$ cat src/rtl/irq_pkg.sv
package irq_pkg;
  localparam int SRC_W      = 16;
  localparam int BYTE_W     = 8;
  localparam int NUM_EXT    = 4;
  localparam int NUM_OVR    = 4;
  localparam int NUM_PERIPH = SRC_W - 1 - NUM_EXT;
  localparam int IDX_W      = 5;
  localparam int SRC_IDX_W  = $clog2(SRC_W);
  localparam int OVR_BIT    = 0;
  localparam int PER_BASE   = 1;
  localparam int EXT_BASE   = PER_BASE + NUM_PERIPH;
  localparam int ADDR_W     = 3;
  localparam logic [IDX_W-1:0] NMI_IDX = '1;

  typedef enum logic [1:0] {
    PM_RUN  = 2'd0,
    PM_IDLE = 2'd1,
    PM_STBY = 2'd2,
    PM_PDN  = 2'd3
  } pmode_e;

  typedef enum logic [ADDR_W-1:0] {
    RA_PEND_LO  = 3'd0,
    RA_PEND_HI  = 3'd1,
    RA_MASK_LO  = 3'd2,
    RA_MASK_HI  = 3'd3,
    RA_OVR_PEND = 3'd4,
    RA_OVR_MASK = 3'd5
  } raddr_e;
endpackage

$ cat src/rtl/irq_edge_cap.sv
module irq_edge_cap #(
  parameter int W = 4
) (
  input  logic         clk,
  input  logic         rst_n,
  input  logic         strobe,
  input  logic [W-1:0] din,
  output logic [W-1:0] rise
);
  logic [W-1:0] smp_q;
  logic [W-1:0] smp_n;

  always_comb begin
    smp_n = smp_q;
    rise  = '0;
    if (strobe) begin
      smp_n = din;
      rise  = din & ~smp_q;
    end
  end

  always_ff @(posedge clk or negedge rst_n) begin
    if (!rst_n) smp_q <= '0;
    else        smp_q <= smp_n;
  end
endmodule

$ cat src/rtl/irq_prio_enc.sv
module irq_prio_enc
  import irq_pkg::*;
#(
  parameter int W = SRC_W
) (
  input  logic [W-1:0]     req,
  input  logic             nmi_req,
  output logic             valid,
  output logic [IDX_W-1:0] idx
);
  always_comb begin
    valid = 1'b0;
    idx   = '0;
    for (int i = 0; i < W; i++) begin
      if (req[i]) begin
        valid = 1'b1;
        idx   = IDX_W'(i);
      end
    end
    if (nmi_req) begin
      valid = 1'b1;
      idx   = NMI_IDX;
    end
  end
endmodule

$ cat src/rtl/irq_wake.sv
module irq_wake
  import irq_pkg::*;
(
  input  logic               clk,
  input  logic               rst_n,
  input  logic [1:0]         mode,
  input  logic [NUM_EXT-1:0] pin,
  input  logic [NUM_EXT-1:0] sfi,
  input  logic [NUM_EXT-1:0] pin_en,
  input  logic               idle_hit,
  output logic               wake,
  output logic               wake_isr
);
  logic [NUM_EXT-1:0] pin_q;
  logic [NUM_EXT-1:0] sfi_hit;
  logic               wake_n, isr_n, wake_q, isr_q;
  pmode_e             pm;

  assign pm      = pmode_e'(mode);
  assign sfi_hit = pin_q & sfi;

  always_comb begin
    wake_n = 1'b0;
    isr_n  = 1'b0;
    case (pm)
      PM_IDLE: begin
        wake_n = idle_hit;
        isr_n  = idle_hit;
      end
      PM_STBY, PM_PDN: begin
        wake_n = |sfi_hit;
        isr_n  = |(sfi_hit & pin_en);
      end
      default: begin
        wake_n = 1'b0;
        isr_n  = 1'b0;
      end
    endcase
  end

  always_ff @(posedge clk or negedge rst_n) begin
    if (!rst_n) begin
      pin_q  <= '0;
      wake_q <= 1'b0;
      isr_q  <= 1'b0;
    end else begin
      pin_q  <= pin;
      wake_q <= wake_n;
      isr_q  <= isr_n;
    end
  end

  assign wake     = wake_q;
  assign wake_isr = isr_q;

  a_r11_isr_needs_wake: assert property (@(posedge clk) disable iff (!rst_n)
    wake_isr |-> wake) else $error("R11 wake_isr without wake");

  a_r11_run_quiet: assert property (@(posedge clk) disable iff (!rst_n)
    (mode == PM_RUN) |=> (!wake && !wake_isr)) else $error("R11 wake in run mode");
endmodule

$ cat src/rtl/irq_pend_ctrl.sv
module irq_pend_ctrl
  import irq_pkg::*;
(
  input  logic                  clk,
  input  logic                  rst_n,
  input  logic                  sample_en,
  input  logic [1:0]            pwr_mode,
  input  logic [NUM_EXT-1:0]    ext_irq,
  input  logic [NUM_EXT-1:0]    ext_sfi,
  input  logic                  nmi,
  input  logic [NUM_PERIPH-1:0] periph_irq,
  input  logic [NUM_OVR-1:0]    ovr_evt,
  input  logic                  ack,
  input  logic                  reg_wr,
  input  logic [ADDR_W-1:0]     reg_addr,
  input  logic [BYTE_W-1:0]     reg_wdata,
  output logic [BYTE_W-1:0]     reg_rdata,
  output logic                  irq_valid,
  output logic [IDX_W-1:0]      irq_idx,
  output logic                  wake,
  output logic                  wake_isr
);
  pmode_e pm;
  logic   pin_strobe;

  logic [NUM_EXT-1:0]    ext_rise;
  logic                  nmi_rise;
  logic [NUM_PERIPH-1:0] per_rise;
  logic [NUM_OVR-1:0]    ovr_rise;
  logic                  agg_rise;
  logic                  ovr_agg;

  logic [SRC_W-1:0]   pend_q, pend_n, mask_q, mask_n, set_vec, ack_vec, pend_base;
  logic [NUM_OVR-1:0] ovr_pend_q, ovr_pend_n, ovr_mask_q, ovr_mask_n;
  logic               nmi_pend_q, nmi_pend_n;
  logic               ack_hit, ack_nmi;
  logic               wr_pl, wr_ph, wr_ml, wr_mh, wr_op, wr_om;

  logic               irq_valid_q, enc_valid;
  logic [IDX_W-1:0]   irq_idx_q, enc_idx;

  assign pm         = pmode_e'(pwr_mode);
  assign pin_strobe = sample_en | (pm == PM_STBY) | (pm == PM_PDN);

  irq_edge_cap #(.W(NUM_EXT)) u_ext (
    .clk(clk), .rst_n(rst_n), .strobe(pin_strobe), .din(ext_irq), .rise(ext_rise));
  irq_edge_cap #(.W(1)) u_nmi (
    .clk(clk), .rst_n(rst_n), .strobe(pin_strobe), .din(nmi), .rise(nmi_rise));
  irq_edge_cap #(.W(NUM_PERIPH)) u_per (
    .clk(clk), .rst_n(rst_n), .strobe(1'b1), .din(periph_irq), .rise(per_rise));
  irq_edge_cap #(.W(NUM_OVR)) u_ovr (
    .clk(clk), .rst_n(rst_n), .strobe(1'b1), .din(ovr_evt), .rise(ovr_rise));
  irq_edge_cap #(.W(1)) u_agg (
    .clk(clk), .rst_n(rst_n), .strobe(1'b1), .din(ovr_agg), .rise(agg_rise));

  assign ovr_agg = |(ovr_pend_q & ovr_mask_q);

  always_comb begin
    set_vec                            = '0;
    set_vec[OVR_BIT]                   = agg_rise;
    set_vec[PER_BASE +: NUM_PERIPH]    = per_rise;
    set_vec[EXT_BASE +: NUM_EXT]       = ext_rise;
  end

  // register write decode
  always_comb begin
    wr_pl = reg_wr && (reg_addr == RA_PEND_LO);
    wr_ph = reg_wr && (reg_addr == RA_PEND_HI);
    wr_ml = reg_wr && (reg_addr == RA_MASK_LO);
    wr_mh = reg_wr && (reg_addr == RA_MASK_HI);
    wr_op = reg_wr && (reg_addr == RA_OVR_PEND);
    wr_om = reg_wr && (reg_addr == RA_OVR_MASK);
  end

  // acknowledge decode
  always_comb begin
    ack_hit = ack && irq_valid_q;
    ack_nmi = ack_hit && (irq_idx_q == NMI_IDX);
    ack_vec = '0;
    if (ack_hit && !ack_nmi) ack_vec = SRC_W'(1) << irq_idx_q[SRC_IDX_W-1:0];
  end

  // next-state: software write, then ack clear, then hardware set (set wins)
  always_comb begin
    pend_base = pend_q;
    if (wr_pl) pend_base[BYTE_W-1:0]      = reg_wdata;
    if (wr_ph) pend_base[SRC_W-1:BYTE_W]  = reg_wdata;
    pend_n = (pend_base & ~ack_vec) | set_vec;

    mask_n = mask_q;
    if (wr_ml) mask_n[BYTE_W-1:0]     = reg_wdata;
    if (wr_mh) mask_n[SRC_W-1:BYTE_W] = reg_wdata;

    ovr_pend_n = (wr_op ? reg_wdata[NUM_OVR-1:0] : ovr_pend_q) | ovr_rise;
    ovr_mask_n = wr_om ? reg_wdata[NUM_OVR-1:0] : ovr_mask_q;

    nmi_pend_n = (nmi_pend_q & ~ack_nmi) | nmi_rise;
  end

  irq_prio_enc #(.W(SRC_W)) u_enc (
    .req(pend_n & mask_n), .nmi_req(nmi_pend_n), .valid(enc_valid), .idx(enc_idx));

  always_ff @(posedge clk or negedge rst_n) begin
    if (!rst_n) begin
      pend_q      <= '0;
      mask_q      <= '0;
      ovr_pend_q  <= '0;
      ovr_mask_q  <= '0;
      nmi_pend_q  <= 1'b0;
      irq_valid_q <= 1'b0;
      irq_idx_q   <= '0;
    end else begin
      pend_q      <= pend_n;
      mask_q      <= mask_n;
      ovr_pend_q  <= ovr_pend_n;
      ovr_mask_q  <= ovr_mask_n;
      nmi_pend_q  <= nmi_pend_n;
      irq_valid_q <= enc_valid;
      irq_idx_q   <= enc_idx;
    end
  end

  // register read
  always_comb begin
    reg_rdata = '0;
    case (reg_addr)
      RA_PEND_LO:  reg_rdata = pend_q[BYTE_W-1:0];
      RA_PEND_HI:  reg_rdata = pend_q[SRC_W-1:BYTE_W];
      RA_MASK_LO:  reg_rdata = mask_q[BYTE_W-1:0];
      RA_MASK_HI:  reg_rdata = mask_q[SRC_W-1:BYTE_W];
      RA_OVR_PEND: reg_rdata[NUM_OVR-1:0] = ovr_pend_q;
      RA_OVR_MASK: reg_rdata[NUM_OVR-1:0] = ovr_mask_q;
      default:     reg_rdata = '0;
    endcase
  end

  irq_wake u_wake (
    .clk(clk), .rst_n(rst_n), .mode(pwr_mode), .pin(ext_irq), .sfi(ext_sfi),
    .pin_en(mask_q[EXT_BASE +: NUM_EXT]),
    .idle_hit((|(pend_q & mask_q)) | nmi_pend_q),
    .wake(wake), .wake_isr(wake_isr));

  assign irq_valid = irq_valid_q;
  assign irq_idx   = irq_idx_q;

  a_r5_nmi_first: assert property (@(posedge clk) disable iff (!rst_n)
    nmi_pend_q |-> (irq_valid_q && irq_idx_q == NMI_IDX))
    else $error("R5 nmi not presented");

  a_r6_idx_enabled: assert property (@(posedge clk) disable iff (!rst_n)
    (irq_valid_q && irq_idx_q != NMI_IDX) |->
      (pend_q[irq_idx_q[SRC_IDX_W-1:0]] && mask_q[irq_idx_q[SRC_IDX_W-1:0]]))
    else $error("R6 presented index not pending and enabled");

  a_r7_ack_clears: assert property (@(posedge clk) disable iff (!rst_n)
    (ack && irq_valid_q && irq_idx_q != NMI_IDX && !reg_wr &&
     !set_vec[irq_idx_q[SRC_IDX_W-1:0]])
      |=> !pend_q[$past(irq_idx_q[SRC_IDX_W-1:0])])
    else $error("R7 ack did not clear");

  a_r8_hw_wins: assert property (@(posedge clk) disable iff (!rst_n)
    (set_vec != '0) |=> ((pend_q & $past(set_vec)) == $past(set_vec)))
    else $error("R8 hardware set lost");
endmodule

$ cat config.mk
export PLATFORM = sky130hd
export DESIGN_NAME = irq_pend_ctrl
export DESIGN_NICKNAME = d
export VERILOG_FILES = /design/src/rtl/irq_pkg.sv /design/src/rtl/irq_edge_cap.sv /design/src/rtl/irq_prio_enc.sv /design/src/rtl/irq_wake.sv /design/src/rtl/irq_pend_ctrl.sv
export SDC_FILE = /design/constraint.sdc
export NUM_CORES = 1
export LEC_CHECK = 0
export BUFFER_PORTS_ARGS = -buffer_cell sky130_fd_sc_hd__buf_4
export CORE_MARGIN = 2
export CORE_UTILIZATION = 53
export DETAILED_ROUTE_END_ITERATION = 6
export MAX_ROUTING_LAYER = met4
export PLACE_DENSITY_LB_ADDON = 0.3
export REMOVE_ABC_BUFFERS = 1
export SLEW_MARGIN = 0
export SYNTH_ARGS = -nofsm -noshare
export SYNTH_HDL_FRONTEND = slang
export SYNTH_SLANG_ARGS = --single-unit
$ cat constraint.sdc
create_clock -name clk -period 2.1 [get_ports clk]
set_input_delay 0.42 -clock clk [delete_from_list [all_inputs] [get_ports clk]]
set_output_delay 0.42 -clock clk [all_outputs]
set_load 0.02 [all_outputs]
==> results of run 1 <==
==> kinds of logic after synthesis <==
kind of cell,after synthesis
flip-flops,73
buffers and inverters,35
multiplexers,40
AND/OR/NAND/NOR,106
AO/OA/AOI/OAI,64
==> placed cells by master (no fill, tap or decap), types with 9 or more instances in the layout <==
cell type                  count
sky130_fd_sc_hd__o22ai_1      14
sky130_fd_sc_hd__nor3_1       20
sky130_fd_sc_hd__mux2_2       23
sky130_fd_sc_hd__buf_4       103
sky130_fd_sc_hd__o21ai_0      10
sky130_fd_sc_hd__nor2b_1      12
sky130_fd_sc_hd__dfrtp_1      72
sky130_fd_sc_hd__mux2i_1      10
sky130_fd_sc_hd__clkbuf_8      9
sky130_fd_sc_hd__inv_1        22
sky130_fd_sc_hd__nor2_1       12
sky130_fd_sc_hd__nand2_1      12
sky130_fd_sc_hd__a22oi_1      10
==> stage by stage <==
stage	hold slack, ns	setup WS (ns)
6_report	0.0205	0.0500
5_1_grt	0.0435	-0.0201
4_1_cts	0.0346	0.00722
3_5_place_dp	0.410	-0.296
3_3_place_gp	0.402	-0.294
2_1_floorplan	0.124	-0.514
==> synthesized netlist by cell type (all sizes together) (2+ instances only) <==
cell type	number
dfrtp	73
mux2	23
inv	22
nor3	20
o22ai	14
a22oi	13
nand2	12
nor2	12
nor2b	12
o21ai	12
mux2i	10
buf	8
mux4	7
clkbuf	5
nand2b	5
nand3	5
nand4	5
nor3b	5
nand4b	4
nor4b	4
o32ai	4
or4b	4
a21o	3
a21oi	3
or3	3
and2	2
and3	2
and3b	2
nand4bb	2
nor4	2
o221ai	2
==> flip-flops by register name (all words and copies together), names as in the netlist <==
register / count
u_agg.smp_q: 1
u_wake.wake_isr: 1
u_nmi.smp_q: 1
u_per.smp_q: 11
u_wake.wake: 1
u_ovr.smp_q: 4
irq_valid: 1
pend_q: 16
ovr_mask_q: 4
mask_q: 16
ovr_pend_q: 4
u_ext.smp_q: 4
irq_idx: 5
u_wake.pin_q: 4
==> final cells by class <==
| class | instances | area share |
|---|---|---|
| clock buffer | 10 | 0.0269 |
| clock inverter | 6 | 0.00948 |
| inverter | 22 | 0.0174 |
| multi-input combinational | 210 | 0.367 |
| sequential | 73 | 0.385 |
| tap | 80 | 0.0211 |
| timing repair buffer | 106 | 0.174 |
==> what timing repair did <==
item | 4_1_cts | 5_1_grt
gates resized for setup | 0 | 14
hold buffers | 0 | 0
setup buffers | 0 | 1
endpoints found under the setup margin | 0 | 8
endpoints found under the hold margin | 0 | 0
==> power by group <==
part           internal (mW)  switching, mW  leakage [nW]
Sequential              1.63          0.207         0.802
Clock                  0.430          0.554        0.0785
Combinational          0.741          0.764          1.21
Total                   2.80           1.53          2.09
==> worst max-delay path, stage by stage <==
cell	delay (ns)
sky130_fd_sc_hd__buf_4	0.11
sky130_fd_sc_hd__buf_12	0.11
sky130_fd_sc_hd__buf_6	0.14
sky130_fd_sc_hd__mux4_2	0.51
sky130_fd_sc_hd__inv_1	0.08
sky130_fd_sc_hd__o22ai_1	0.09
sky130_fd_sc_hd__buf_4	0.17
==> path summary, 6_finish.rpt <==
path	endpoint	slack, ns	cells after the start
min in group clk	u_per.smp_q[8]	0.18	1
worst max-delay path	reg_rdata[1]	0.05	7
worst min register to register	ovr_pend_q[3]	0.42	1
max in group asynchronous	mask_q[4]	1.51	2
worst max register to register	irq_idx[0]	0.07	6
worst min-delay path	u_ovr.smp_q[2]	0.02	1
==> layer usage <==
metal / global-route usage / share of wire / wire length [um] / vias to the layer above
li1: - / - / - / 1408
met1: 0.405 / 0.43 / 4410 / 1528
met2: 0.430 / 0.46 / 4740 / 142
met3: 0.0701 / 0.082 / 841 / 28
met4: 0.127 / 0.030 / 314 / 0
met5: - / 0 / 0 / -
==> summary.md, run 1 <==
| Metric | Value |
|---|---|
| Run status | finished, final reports clean |
| Post-route fraction of the period consumed by the critical path | 0.976 |
| Yosys cell types | 62 |
| Critical Path Start Type | input pin |
| Filler cell count | 494 |
| Critical path endpoint category | output port |
| Setup violations, final | 0 |
| Initial Util | 0.542 |
| Crit path max fanout | 7 |
| N_diodes | 0 |
| Final net count | approximately 460 |
| Routed Antenna Nets | 0 |
| Lkg Pwr | 2.09 nW |
| Arrival time at the worst endpoint | approximately 1.6 ns |
| Syn Inst Count | 318 |
| Number of violations of the max-capacitance limit | 0 |
| Most area-hungry cell type in the Yosys netlist | sky130_fd_sc_hd__dfrtp_1 |
| Final core utilization | 0.703 |
| Cell area after synthesis | approximately 0.0037 mm^2 |
| Primary FF master, synth | sky130_fd_sc_hd__dfrtp_1 |
| Pre-antenna DRT Iters | 5 |
| Power Density | 910 mW/mm^2 |
| TritonCTS buffer count | 9 |
| Post-synth ARST share | 1.00 |
| Via-per-instance ratio | between 6 and 7 |
| Post-detailed-placement cell area | between 0.004 and 0.005 mm^2 |
| EDFF count, synth | 0 |
| Drt drc | 0 |
| Worst-path clk slew | roughly 0.08 ns |
| Antenna violations before repair | 0 |
| Post-Route Skew | roughly 0.0077 ns |
| Number of max-slew violations in the final report | 0 |
| Core area | slightly below 0.007 mm^2 |
| Sum of overflow across all layers after global routing | 0 |
| Max Root-Sink Buffers | 2 |
| Adder and majority gate portion of the synthesized area | 0 |
| Count of standard-cell rows | 30 |
| Final period demand of the worst path | slightly above 2 ns |
| Sequential cell area | between 0.0015 and 0.002 mm^2 |
| Most area-consuming cells after synthesis | sky130_fd_sc_hd__dfrtp_1, sky130_fd_sc_hd__mux2_2, sky130_fd_sc_hd__mux4_2, sky130_fd_sc_hd__mux2i_1, sky130_fd_sc_hd__nor3_1 |
| Vias post-DR | a little over 3000 |
| Final routed wirelength across all metal layers | 10300 um |
| Clock latency at the later pin of the worst-skew pair | 0.35 ns |
| TritonCTS clock tree | yes |
| Routed length per placed instance | approximately 20 um |
| Number of DRC markers after the initial detailed-route iteration | 356 |
| Post-synth top area share | 0.499 |
| Worst setup path start | reg_addr[0] |
| DPL Wire Length | 7930 um |
| Reg2Reg Launch Point | irq_idx[3] |
| Die Width | 87.1 um |
| Count of endpoints failing hold in the final timing report | 0 |
| Maximum level of the CTS H-tree | 3 |
| Highest ir drop seen on vdd | between 0.0004 and 0.0005 V |
| Total GRT Usage | 0.298 |
| Worst setup path class | input pin to output port |
| Clock sink count | between 70 and 80 |
| Xor/xnor share of the synthesized area | 0 |
| Finished Cell Area | between 0.004 and 0.005 mm^2 |
| Post-Place Cells | between 400 and 500 |
| Share of layout cells above drive strength 1 | 0.407 |
| Number of warning messages in the yosys log | 0 |
| Number of port buffers | 57 |
| Final Instance Count excl. Fillers | 507 |
| Synth Area in Compound Gates | 0.124 |
| Boundary pin count | 58 |
| Portion of the post-synthesis area used by sequential elements | 0.499 |
| First-pass GRT wire length | 16300 um |
| Worst slew pin tran | between 0.6 and 0.7 ns |
| Largest net degree at the start of global routing | 40 |
| Worst max-slew margin expressed relative to the limit | 0.589 |
| Multiplexer share of the synthesized area | 0.143 |
| Vias in the first global route | between 3000 and 4000 |
| Multi-input combinational cell area | approximately 0.0017 mm^2 |
| Kind of path behind the tightest hold check | input pin to asynchronous set/reset pin |
| Pwr Total | 4.32 mW |
| Syn_area_per_cell | roughly 12 um^2 |
| Worst EP required | between 1.5 and 2 ns |
| Synth-to-layout area growth | 29.7% |
| Sum of negative setup slack | 0 ns |
| Clock root buffer master | sky130_fd_sc_hd__clkbuf_8 |
| Synthesized-area fraction occupied by and/or/nand/nor cells | 0.191 |
| GP Congestion | about 0.93 |
| Die Span Y | a little under 90 um |
| Full die area | approximately 0.0076 mm^2 |
| Largest family of logic cells by synthesized area | simple AND/OR/NAND/NOR gates |
| Post-synthesis sequential element count | 73 |
| Highest achievable clock rate | around 500 MHz |
Note: power is estimated with default switching activity, not from simulation.
==> run 2: changes to the inputs <==
--- a/config.mk
+++ b/config.mk
@@ -11,2 +11,3 @@
 export DETAILED_ROUTE_END_ITERATION = 6
+export GPL_TIMING_DRIVEN = 1
 export MAX_ROUTING_LAYER = met4
==> constraint.sdc (replaced) <==
create_clock -name clk -period 2.1 [get_ports clk]
set_input_delay 0.315 -clock clk [delete_from_list [all_inputs] [get_ports clk]]
set_output_delay 0.315 -clock clk [all_outputs]
set_load 0.02 [all_outputs]
==> run 2 against run 1 <==
  * Critical path depth rose by 1
  * Clock skew rose by 0.0076 ns
  * Via count rose by 3.0%
  * Worst setup slack got worse by 0.025 ns
  * Sequential cell count did not move
  * Global-route usage rose by 0.59 points
  * Final cell count rose by 2.8%
  * Final area rose by 3.9%
  * Non-clock buffer count rose by 14
  * Sequential power barely moved
  * Clock-buffer cell count fell by 1
  * Clock power rose by 15%
  * Critical path type is now flip-flop to flip-flop
  * Critical endpoint is now irq_idx[0]
==> summary.md, run 2 (synthesis gave the netlist of run 1 again) <==
| Metric | Value |
|---|---|
| Pre-antenna DRT Iters | 5 |
| Full die area | between 0.007 and 0.008 mm^2 |
| Share of layout cells above drive strength 1 | 0.438 |
| Pwr Total | between 4 and 5 mW |
| Sequential cell area | 0.00183 mm^2 |
| First-pass GRT wire length | between 15000 and 20000 um |
| Slowest library cell on the worst path | sky130_fd_sc_hd__or4bb_4 |
| Maximum level of the CTS H-tree | 3 |
| Max Root-Sink Buffers | 2 |
| Cell Chain, Critical Path | or4bb_4 -> buf_6 -> nor3_4 -> or3_4 -> buf_4 -> o221ai_1 -> a211oi_2 -> o21ai_1 |
| Vias post-DR | between 3000 and 4000 |
| Arrival time at the worst endpoint | between 2 and 2.5 ns |
| Crit path max fanout | 5 |
| Post-Route Skew | between 0.015 and 0.02 ns |
| Number of DRC markers after the initial detailed-route iteration | a little under 300 |
| Largest net degree at the start of global routing | 40 |
| Drt drc | 0 |
| Sum of overflow across all layers after global routing | 0 |
| Post-route fraction of the period consumed by the critical path | 0.988 |
| Count of endpoints failing hold in the final timing report | 0 |
| Routed Antenna Nets | 0 |
| DPL Wire Length | 8080 um |
| Lkg Pwr | 2.18 nW |
| Most frequent standard cell in the layout excluding fill and tap cells | sky130_fd_sc_hd__buf_4 |
| Routed length per placed instance | slightly above 20 um |
| Filler cell count | 473 |
| Kind of path behind the tightest hold check | input pin to flip-flop |
| Setup violations, final | 0 |
| Antenna violations before repair | 0 |
| Vias in the first global route | about 3100 |
| Total GRT Usage | 0.304 |
| Die Width | 87.1 um |
| Number of cells on the worst reg-to-reg path | 8 |
| Critical path endpoint category | flip-flop |
| GP Congestion | about 0.96 |
| N_diodes | 0 |
| Critical Path Start Type | flip-flop |
| Worst slew pin tran | about 0.57 ns |
| Worst setup path class | flip-flop to flip-flop |
| Largest registers ranked by flip-flop count | mask_q: 16 flops, pend_q: 16 flops, u_per.smp_q: 11 flops |
| Worst hold path cell count | 1 |
| Clock latency at the later pin of the worst-skew pair | around 0.36 ns |
| Final routed wirelength across all metal layers | ~11000 um |
| Sum of negative setup slack | 0 ns |
| Count of standard-cell rows | 30 |
| Highest achievable clock rate | between 400 and 500 MHz |
| TritonCTS buffer count | 9 |
| Power Density | between 900 and 1000 mW/mm^2 |
| Multi-input combinational cell area | 0.00179 mm^2 |
| Number of port buffers | 57 |
| TritonCTS clock tree | yes |
| Initial Util | 0.542 |
| Boundary pin count | 58 |
| Highest ir drop seen on vdd | approximately 0.00069 V |
| Die Span Y | 87.1 um |
| Worst-path clk slew | around 0.090 ns |
| Post-Place Cells | about 500 |
| Final Instance Count excl. Fillers | ~520 |
| Delay of the slowest critical-path stage | just under 0.6 ns |
| Synth-to-layout area growth | 34.7% |
| Number of max-slew violations in the final report | 0 |
| Final net count | 478 |
| Worst max-slew margin expressed relative to the limit | 0.610 |
| Core area | 0.00676 mm^2 |
| Worst EP required | ~2.3 ns |
| Run status | finished, final reports clean |
| Clock sink count | 73 |
| Final period demand of the worst path | just over 2 ns |
| Clock root buffer master | sky130_fd_sc_hd__clkbuf_8 |
| Via-per-instance ratio | 6.14 |
| Number of violations of the max-capacitance limit | 0 |
| RSZ-0062 raised after global routing | true |
| Commonest cells after routing, fill and taps aside | sky130_fd_sc_hd__buf_4, sky130_fd_sc_hd__dfrtp_1, sky130_fd_sc_hd__mux2_2, sky130_fd_sc_hd__inv_1, sky130_fd_sc_hd__nor3_1 |
==> run 2: report_power, final <==
| group | switching [mW] | internal [mW] | leakage, nW |
|---|---|---|---|
| sequential | 0.213 | 1.63 | 0.803 |
| clock | 0.574 | 0.559 | 0.0966 |
| combinational | 0.805 | 0.774 | 1.28 |
==> run 2: critical path: cells and delay by family, from the launching register on <==
family,cells,cell delay (ns)
and+or+nand+nor,3,0.84
DFF,1,0.43
AOI/OAI and AO/OA,3,0.44
buffers and inverters,2,0.26
==> run 2: metal layers <==
layer | track usage | up-vias | part of all wire
met3 | 0.0607 | 34 | 0.080
met2 | 0.443 | 155 | 0.47
met1 | 0.423 | 1568 | 0.43
met4 | 0.116 | 0 | 0.025
met5 | - | - | 0
li1 | - | 1442 | -
==> run 2: worst paths after layout <==
check	slack, ns	from	endpoint
max	0.02	irq_idx[3]	irq_idx[0]
min	0.07	ext_irq[0]	u_wake.pin_q[0]
max reg2reg	0.02	irq_idx[3]	irq_idx[0]
min reg2reg	0.42	u_ovr.smp_q[3]	ovr_pend_q[3]
max in group asynchronous	1.06	rst_n	pend_q[0]
min in group asynchronous	0.46	rst_n	u_ovr.smp_q[2]
==> run 2: metrics by stage <==
step	util	hold WS [ns]	setup slack, ns	instance area, um^2
detailed placement	0.676	0.304	-0.238	4570
global route	0.731	0.0565	-0.0454	4940
floorplan	-	0.0194	-0.409	3590
CTS	0.711	0.0666	0.00715	4800
finish	0.731	0.0697	0.0249	4940
global placement	0.676	0.297	-0.220	4570
==> run 2: layout make-up <==
class	instances	share of cell area
flip-flops and latches	73	0.370
repair buffers	120	0.189
well taps	80	0.0203
inverters	22	0.0167
clock inverters	7	0.0155
multi-input cells	210	0.363
clock buffers	9	0.0251
==> run 2: what timing repair did <==
| item | 4_1_cts | 5_1_grt |
|---|---|---|
| hold buffers | 1 | 0 |
| endpoints found under the setup margin | 2 | 5 |
| resized for setup | 2 | 20 |
| buffers inserted | 2 | 3 |
| pin swaps | 2 | 6 |
| endpoints found under the hold margin | 34 | 0 |
